File: src/rtl/spad_pkg.sv
package spad_pkg;
  typedef enum logic [2:0] {
    ST_IDLE, ST_WRITE, ST_READ, ST_COPY, ST_RECALL
  } spState_e;

  localparam logic [7:0] OP_WRITE  = 8'h4E;
  localparam logic [7:0] OP_READ   = 8'hBE;
  localparam logic [7:0] OP_COPY   = 8'h48;
  localparam logic [7:0] OP_RECALL = 8'hB8;

  localparam int RW_FIRST  = 2;            // first writable byte
  localparam int RW_COUNT  = 3;            // writable bytes 2..4
  localparam int RW_LAST   = RW_FIRST + RW_COUNT - 1;
  localparam int CRC_INDEX = 8;            // last byte of a read
  localparam logic [7:0] CRC_FEEDBACK = 8'h8C; // x^8+x^5+x^4+1, reflected

  typedef struct packed {
    logic       reading;
    logic       busy;
    logic       crcClear;
    logic       wrShift;
    logic       wrCommit;
    logic       rdAdvance;
    logic       doCopy;
    logic       doRecall;
    logic [3:0] byteSel;
    logic [2:0] bitSel;
  } spCtrl_t;
endpackage

File: src/rtl/spad_ctrl.sv
module spad_ctrl
  import spad_pkg::*;
#(
  parameter int NV_CYCLES = 16
) (
  input  logic       clk,
  input  logic       rstN,
  input  logic       cmdValid,
  input  logic [7:0] cmdByte,
  input  logic       slotStrobe,
  input  logic       txnEnd,
  output spCtrl_t    ctl
);
  localparam int CW = (NV_CYCLES > 1) ? $clog2(NV_CYCLES) : 1;
  localparam logic [CW-1:0] CNT_LOAD = CW'(NV_CYCLES - 1);

  spState_e      state;
  logic [CW-1:0] cnt;
  logic [3:0]    byteIdx;
  logic [2:0]    bitIdx;
  logic          busy, slotTaken, knownOp;
  logic [3:0]    lastByte;

  assign busy      = (state == ST_COPY) || (state == ST_RECALL);
  assign slotTaken = slotStrobe && !cmdValid && !txnEnd;
  assign lastByte  = (state == ST_WRITE) ? 4'(RW_LAST) : 4'(CRC_INDEX);
  assign knownOp   = (cmdByte == OP_WRITE) || (cmdByte == OP_READ) ||
                     (cmdByte == OP_COPY)  || (cmdByte == OP_RECALL);

  always_ff @(posedge clk or negedge rstN) begin
    if (!rstN) begin
      state   <= ST_RECALL;       // power-up reload
      cnt     <= CNT_LOAD;
      byteIdx <= '0;
      bitIdx  <= '0;
    end else if (busy) begin
      if (cnt == '0) state <= ST_IDLE;
      else           cnt   <= cnt - 1'b1;
    end else if (cmdValid) begin
      bitIdx <= '0;
      unique case (cmdByte)
        OP_WRITE:  begin state <= ST_WRITE;  byteIdx <= 4'(RW_FIRST); end
        OP_READ:   begin state <= ST_READ;   byteIdx <= '0;           end
        OP_COPY:   begin state <= ST_COPY;   cnt     <= CNT_LOAD;     end
        OP_RECALL: begin state <= ST_RECALL; cnt     <= CNT_LOAD;     end
        default:   state <= ST_IDLE;
      endcase
    end else if (txnEnd) begin
      state <= ST_IDLE;
    end else if (slotStrobe && (state == ST_WRITE || state == ST_READ)) begin
      bitIdx <= bitIdx + 1'b1;
      if (bitIdx == 3'd7) begin
        if (byteIdx == lastByte) state <= ST_IDLE;
        else                     byteIdx <= byteIdx + 1'b1;
      end
    end
  end

  always_comb begin
    ctl           = '0;
    ctl.busy      = busy;
    ctl.reading   = (state == ST_READ);
    ctl.crcClear  = !busy && cmdValid && (cmdByte == OP_READ);
    ctl.wrShift   = (state == ST_WRITE) && slotTaken;
    ctl.wrCommit  = (state == ST_WRITE) && slotTaken && (bitIdx == 3'd7);
    ctl.rdAdvance = (state == ST_READ) && slotTaken;
    ctl.doCopy    = (state == ST_COPY) && (cnt == '0);
    ctl.doRecall  = (state == ST_RECALL) && (cnt == '0);
    ctl.byteSel   = byteIdx;
    ctl.bitSel    = bitIdx;
  end

  // a finished copy or recall always returns to idle
  p_busy_exit_r8: assert property (@(posedge clk) disable iff (!rstN)
    (busy && cnt == '0) |=> (state == ST_IDLE));
  // commands are ignored while the counter runs
  p_busy_hold_r10: assert property (@(posedge clk) disable iff (!rstN)
    (busy && cnt != '0) |=> (state == $past(state)));
  // an unknown opcode leaves the controller idle
  p_unknown_idle_r10: assert property (@(posedge clk) disable iff (!rstN)
    (!busy && cmdValid && !knownOp) |=> (state == ST_IDLE));
  // end-of-transaction closes any transfer
  p_txn_end_r9: assert property (@(posedge clk) disable iff (!rstN)
    (!busy && !cmdValid && txnEnd) |=> (state == ST_IDLE));
endmodule

File: src/rtl/spad_dpath.sv
module spad_dpath
  import spad_pkg::*;
#(
  parameter logic [8*RW_COUNT-1:0] SHADOW_INIT = '0,
  parameter logic [15:0]           TEMP_INIT   = 16'h0550
) (
  input  logic        clk,
  input  logic        rstN,
  input  spCtrl_t     ctl,
  input  logic        slotBitIn,
  input  logic        tempValid,
  input  logic [15:0] tempIn,
  output logic        slotBitOut
);
  logic [15:0] tempReg;
  logic [7:0]  rwByte [RW_COUNT];
  logic [7:0]  shadow [RW_COUNT];
  logic [6:0]  shiftReg;
  logic [7:0]  crcReg;
  logic [7:0]  curByte;
  logic        curBit, fb;
  logic [8*RW_COUNT-1:0] rwFlat, shFlat;

  always_ff @(posedge clk or negedge rstN) begin
    if (!rstN)          tempReg <= TEMP_INIT;
    else if (tempValid) tempReg <= tempIn;
  end

  always_ff @(posedge clk or negedge rstN) begin
    if (!rstN)            shiftReg <= '0;
    else if (ctl.wrShift) shiftReg <= {slotBitIn, shiftReg[6:1]};
  end

  for (genvar g = 0; g < RW_COUNT; g++) begin : g_rw
    always_ff @(posedge clk or negedge rstN) begin
      if (!rstN)             rwByte[g] <= '0;
      else if (ctl.doRecall) rwByte[g] <= shadow[g];
      else if (ctl.wrCommit && ctl.byteSel == 4'(g + RW_FIRST))
        rwByte[g] <= {slotBitIn, shiftReg};
    end
    always_ff @(posedge clk or negedge rstN) begin
      if (!rstN)           shadow[g] <= SHADOW_INIT[8*g +: 8];
      else if (ctl.doCopy) shadow[g] <= rwByte[g];
    end
    assign rwFlat[8*g +: 8] = rwByte[g];
    assign shFlat[8*g +: 8] = shadow[g];
  end

  always_comb begin
    if (ctl.byteSel == 4'd0)                 curByte = tempReg[7:0];
    else if (ctl.byteSel == 4'd1)            curByte = tempReg[15:8];
    else if (ctl.byteSel <= 4'(RW_LAST))     curByte = rwByte[ctl.byteSel - 4'(RW_FIRST)];
    else if (ctl.byteSel < 4'(CRC_INDEX))    curByte = 8'hFF;
    else                                     curByte = crcReg;
  end
  assign curBit     = curByte[ctl.bitSel];
  assign fb         = crcReg[0] ^ curBit;
  assign slotBitOut = ctl.reading ? curBit : !ctl.busy;

  always_ff @(posedge clk or negedge rstN) begin
    if (!rstN)            crcReg <= '0;
    else if (ctl.crcClear) crcReg <= '0;
    else if (ctl.rdAdvance && ctl.byteSel < 4'(CRC_INDEX))
      crcReg <= (crcReg >> 1) ^ (fb ? CRC_FEEDBACK : 8'h00);
  end

  // reserved bytes stream ones
  p_res_ones_r3: assert property (@(posedge clk) disable iff (!rstN)
    (ctl.reading && ctl.byteSel > 4'(RW_LAST) && ctl.byteSel < 4'(CRC_INDEX)) |-> slotBitOut);
  // temperature bytes move only on an update strobe
  p_temp_hold_r6: assert property (@(posedge clk) disable iff (!rstN)
    !tempValid |=> $stable(tempReg));
  // writable bytes move only on a commit or a recall
  p_rw_hold_r5: assert property (@(posedge clk) disable iff (!rstN)
    !(ctl.wrCommit || ctl.doRecall) |=> $stable(rwFlat));
  // shadow bank moves only at the end of a copy
  p_shadow_hold_r7: assert property (@(posedge clk) disable iff (!rstN)
    !ctl.doCopy |=> $stable(shFlat));
  // recall loads the shadow contents
  p_recall_load_r8: assert property (@(posedge clk) disable iff (!rstN)
    ctl.doRecall |=> (rwFlat == $past(shFlat)));
endmodule

File: src/rtl/scratchpad_ctrl.sv
module scratchpad_ctrl
  import spad_pkg::*;
#(
  parameter int                    NV_CYCLES   = 16,
  parameter logic [8*RW_COUNT-1:0] SHADOW_INIT = 24'h7F_E6_4B,
  parameter logic [15:0]           TEMP_INIT   = 16'h0550
) (
  input  logic        clk,
  input  logic        rstN,
  input  logic        cmdValid,
  input  logic [7:0]  cmdByte,
  input  logic        slotStrobe,
  input  logic        slotBitIn,
  output logic        slotBitOut,
  input  logic        txnEnd,
  input  logic        tempValid,
  input  logic [15:0] tempIn
);
  spCtrl_t ctl;

  spad_ctrl #(.NV_CYCLES(NV_CYCLES)) u_ctrl (
    .clk(clk), .rstN(rstN), .cmdValid(cmdValid), .cmdByte(cmdByte),
    .slotStrobe(slotStrobe), .txnEnd(txnEnd), .ctl(ctl)
  );

  spad_dpath #(.SHADOW_INIT(SHADOW_INIT), .TEMP_INIT(TEMP_INIT)) u_dpath (
    .clk(clk), .rstN(rstN), .ctl(ctl), .slotBitIn(slotBitIn),
    .tempValid(tempValid), .tempIn(tempIn), .slotBitOut(slotBitOut)
  );
endmodule

File: config.mk
export PLATFORM = sky130hd
export DESIGN_NAME = scratchpad_ctrl
export DESIGN_NICKNAME = d
export VERILOG_FILES = /design/src/rtl/spad_pkg.sv /design/src/rtl/spad_ctrl.sv /design/src/rtl/spad_dpath.sv /design/src/rtl/scratchpad_ctrl.sv
export SDC_FILE = /design/constraint.sdc
export NUM_CORES = 1
export LEC_CHECK = 0
export ABC_CLOCK_PERIOD_IN_PS = 6900
export BUFFER_PORTS_ARGS = -buffer_cell sky130_fd_sc_hd__buf_4
export CAP_MARGIN = 20
export CORE_AREA = 5 5 89 99
export DETAILED_ROUTE_END_ITERATION = 16
export DIE_AREA = 0 0 94 104
export MAX_ROUTING_LAYER = met4
export PLACE_DENSITY_LB_ADDON = 0.25
export SLEW_MARGIN = 20
export SYNTH_ARGS = -nofsm -noshare
export SYNTH_HDL_FRONTEND = slang
export SYNTH_SLANG_ARGS = --single-unit
File: constraint.sdc
create_clock -name clk -period 6.9 [get_ports clk]
set_input_delay 2.07 -clock clk [delete_from_list [all_inputs] [get_ports clk]]
set_output_delay 2.07 -clock clk [all_outputs]
set_load 0.05 [all_outputs]
==> out/results.ini <==
[sta]
worst-slew-pin-transition_ns = 0.879
fin_ws_ns = 1.23
max_slew_margin = 0.414
finalClockSkew_ns = 0.0151
finalCritPeriodShare = 0.821
hold_viol = 0
fin_tns_setup_ns = 0
fmax_ghz = 0.176
drv_slew = 0
setup_violations = 0
period_needed_ns = 5.67
rsz0062_at_grt = false

[drt]
wl_per_cell_um = 17.4
initialDrtViolationCount = 188
drtPass1Iterations = 4
via_count = 3429
wl_mm = 10.0
drc_errors = 0
postRouteAntennaNets = 0
routed_via_density = 5.96

[logic_synthesis]
avgSynthCellArea_um2 = 10.8
synth_edf_count = 0
async_flop_share = 1.00
yosysUniqueCellTypes = 55
synth.largest_area_cell = dfrtp_1
yosys_warnings = 0
synthesis.area_um2 = 4770
synth_ff_type = dfrtp_1
synthCells = 443
seq_area_frac_synth = 0.494
ys_seq_elements = 93
netlist.area_leader.share = 0.356
netlist_top_cells_area = dfrtp_1, dfstp_2, mux2_2, mux2i_1, nand2_1
synthesis.nets = 480

[layout]
drive_gt1_frac = 0.291
final_common_cell = dfrtp_1
fin_area_um2 = 5270
layout.nets = 499
antenna_cells = 0
multi_input_area_um2 = 2260
postLayoutCoreUtil = 0.681
ff_latch_area_um2 = 2360
nFillCells = 620
final_cell_mix = dfrtp_1, nand2_1, mux2_2
area_growth_pct = 10.5

[floorplan]
io_pins = 32
fp-row-count = 34
die_h_um = 104
dieWidth_um = 94
start_util = 0.617
core_area_um2 = 7740
dieArea_um2 = 9780

[run]
drv_cap = 0

[critical_path]
cp-start-kind = flip-flop
cp.buffers_inverters = 2
critPathMaxStageDelay_ns = 0.71
cp_cell_sequence = inv_1, ha_1, nor2b_1, a2111oi_0, o22ai_1, a221oi_1, a211o_1, a21oi_1, o21a_1, buf_4
endpoint_kind = output pin
arrival_ns = 3.60
path_class = flip-flop to output pin
critPathTopFamily = compound AO/OA/AOI/OAI gates
cp.required_ns = 4.83
worstPathMaxFanout = 23
cpMaxStageDelayCell = dfrtp_1

[power]
sequentialPowerShare = 0.493
combPwrFrac = 0.175
p_int_w = 0.000869
power.leakage_nw = 2.29
switching_share = 0.290
power.net_switching_w = 0.000355
power_density_nw_per_um2 = 232
irDropWorstVdd_uv = 130
clockPowerShare = 0.332

[placed_design]
place_ws_ns = 1.62
dp_hpwl_mm = 7.02
dpl-instance-area_um2 = 5050
place_congestion = 0.893
portBuffers = 31

[clocking]
cts_root_buf = clkbuf_8
cts_hold_buffers = 0
cts_tree = built
clock_path_buffers = 2
postCtsSetupBuffers = 0
clock_sinks = 93
insertion_delay_ns = 0.37
htree_levels = 3
cts-resized-gates = 0
numCtsBuffers = 9
clkSlewWorstSetupHoldPaths_ns = 0.10

[global_route]
first_global_vias = 3479
overflow = 0
track_usage = 0.224
grt_pass1_wl_mm = 17.1
grt_antenna_before_repair = 0
grt_max_degree = 59

[run_status]
status = finished, final reports clean

[min_path]
min_path_type = flip-flop to flip-flop

## power groups by stage
stage                     Clock, W  Combinational, W  Sequential (W)
after floorplan                  0          0.000191        0.000584
after global placement           0          0.000205        0.000611
after detailed placement         0          0.000213        0.000613
after CTS                 0.000413          0.000214        0.000603
after global routing      0.000436          0.000238        0.000607
final                     0.000406          0.000214        0.000604
## stage by stage
| step | hold WS [ns] | instances | power [W] |
|---|---|---|---|
| 2_1_floorplan | 0.446 | 443 | 0.000775 |
| 3_3_place_gp | 0.456 | 559 | 0.000816 |
| 3_5_place_dp | 0.472 | 559 | 0.000826 |
| 4_1_cts | 0.488 | 575 | 0.00123 |
| 5_1_grt | 0.513 | 575 | 0.00128 |
| 6_report | 0.482 | 575 | 0.00122 |
## area by class of cell
class	count	area share
timing repair buffer	36	0.0512
sequential	93	0.447
clock buffer	9	0.0235
multi-input combinational	316	0.429
inverter	6	0.00427
tap	108	0.0256
clock inverter	7	0.0187
## worst reg2reg max path, stage by stage, from the launching register on
cell       delay [ns]
dfrtp_1          0.71
inv_1            0.16
ha_1             0.43
nor2b_1          0.22
a2111oi_0        0.48
o22ai_1          0.18
a221oi_1         0.41
a211oi_1         0.15
or3_1            0.36
a32o_1           0.25
## cells by family after synthesis
group,Yosys count,synth area share
AOI/OAI and AO/OA,104,0.144
xor gates and xnor gates,4,0.00734
and+or+nand+nor,127,0.133
adders and majority gates,6,0.0157
DFF,93,0.494
muxes,75,0.173
buffers and inverters,34,0.0325
## synthesized netlist by cell type, types with 5 or more instances
| library cell | instances |
|---|---|
| nor2_1 | 18 |
| mux2_2 | 47 |
| a22o_1 | 10 |
| clkbuf_1 | 18 |
| nor2b_1 | 7 |
| a21oi_1 | 15 |
| dfstp_2 | 25 |
| o22ai_1 | 6 |
| mux2i_1 | 25 |
| a2111oi_0 | 7 |
| o21a_1 | 5 |
| nor3b_1 | 10 |
| o21ai_0 | 39 |
| dfrtp_1 | 68 |
| nand2_1 | 60 |
| ha_1 | 6 |
| inv_1 | 6 |
## worst paths after layout
kind	slack, ns	cells past startpoint	end	from
setup reg to reg	3.44	9	u_dpath.crcReg[7]$_DFFE_PN0P_	u_ctrl.byteIdx[0]$_DFFE_PN0P_
min in group asynchronous	1.65	1	u_dpath.rwByte[11]$_DFFE_PN0P_	rstN
hold / removal	0.48	2	u_dpath.rwByte[7]$_DFFE_PN0P_	u_dpath.shFlat[23]$_DFFE_PN0P_
max in group asynchronous	4.18	2	u_dpath.tempReg[0]$_DFFE_PN0P_	rstN
setup / recovery	1.23	10	slotBitOut	u_ctrl.byteIdx[0]$_DFFE_PN0P_
hold reg to reg	0.48	2	u_dpath.rwByte[7]$_DFFE_PN0P_	u_dpath.shFlat[23]$_DFFE_PN0P_
## metal layers
metal,vias to the layer above,track usage,wire length (um)
met3,16,0.0376,364
met4,0,0.0660,159
met5,-,-,0
met2,77,0.360,5080
met1,1688,0.292,4410
li1,1648,-,-
## sequential cells by signal, indices dropped and copies added (netlist names)
register and count:
u_ctrl.cnt 4, u_dpath.tempReg 16, u_ctrl.byteIdx 4, u_ctrl.bitIdx 3, u_ctrl.state 3, u_dpath.shiftReg 7, u_dpath.crcReg 8, u_dpath.rwByte 24
u_dpath.shFlat 24
(Power assumes the default switching activity.)
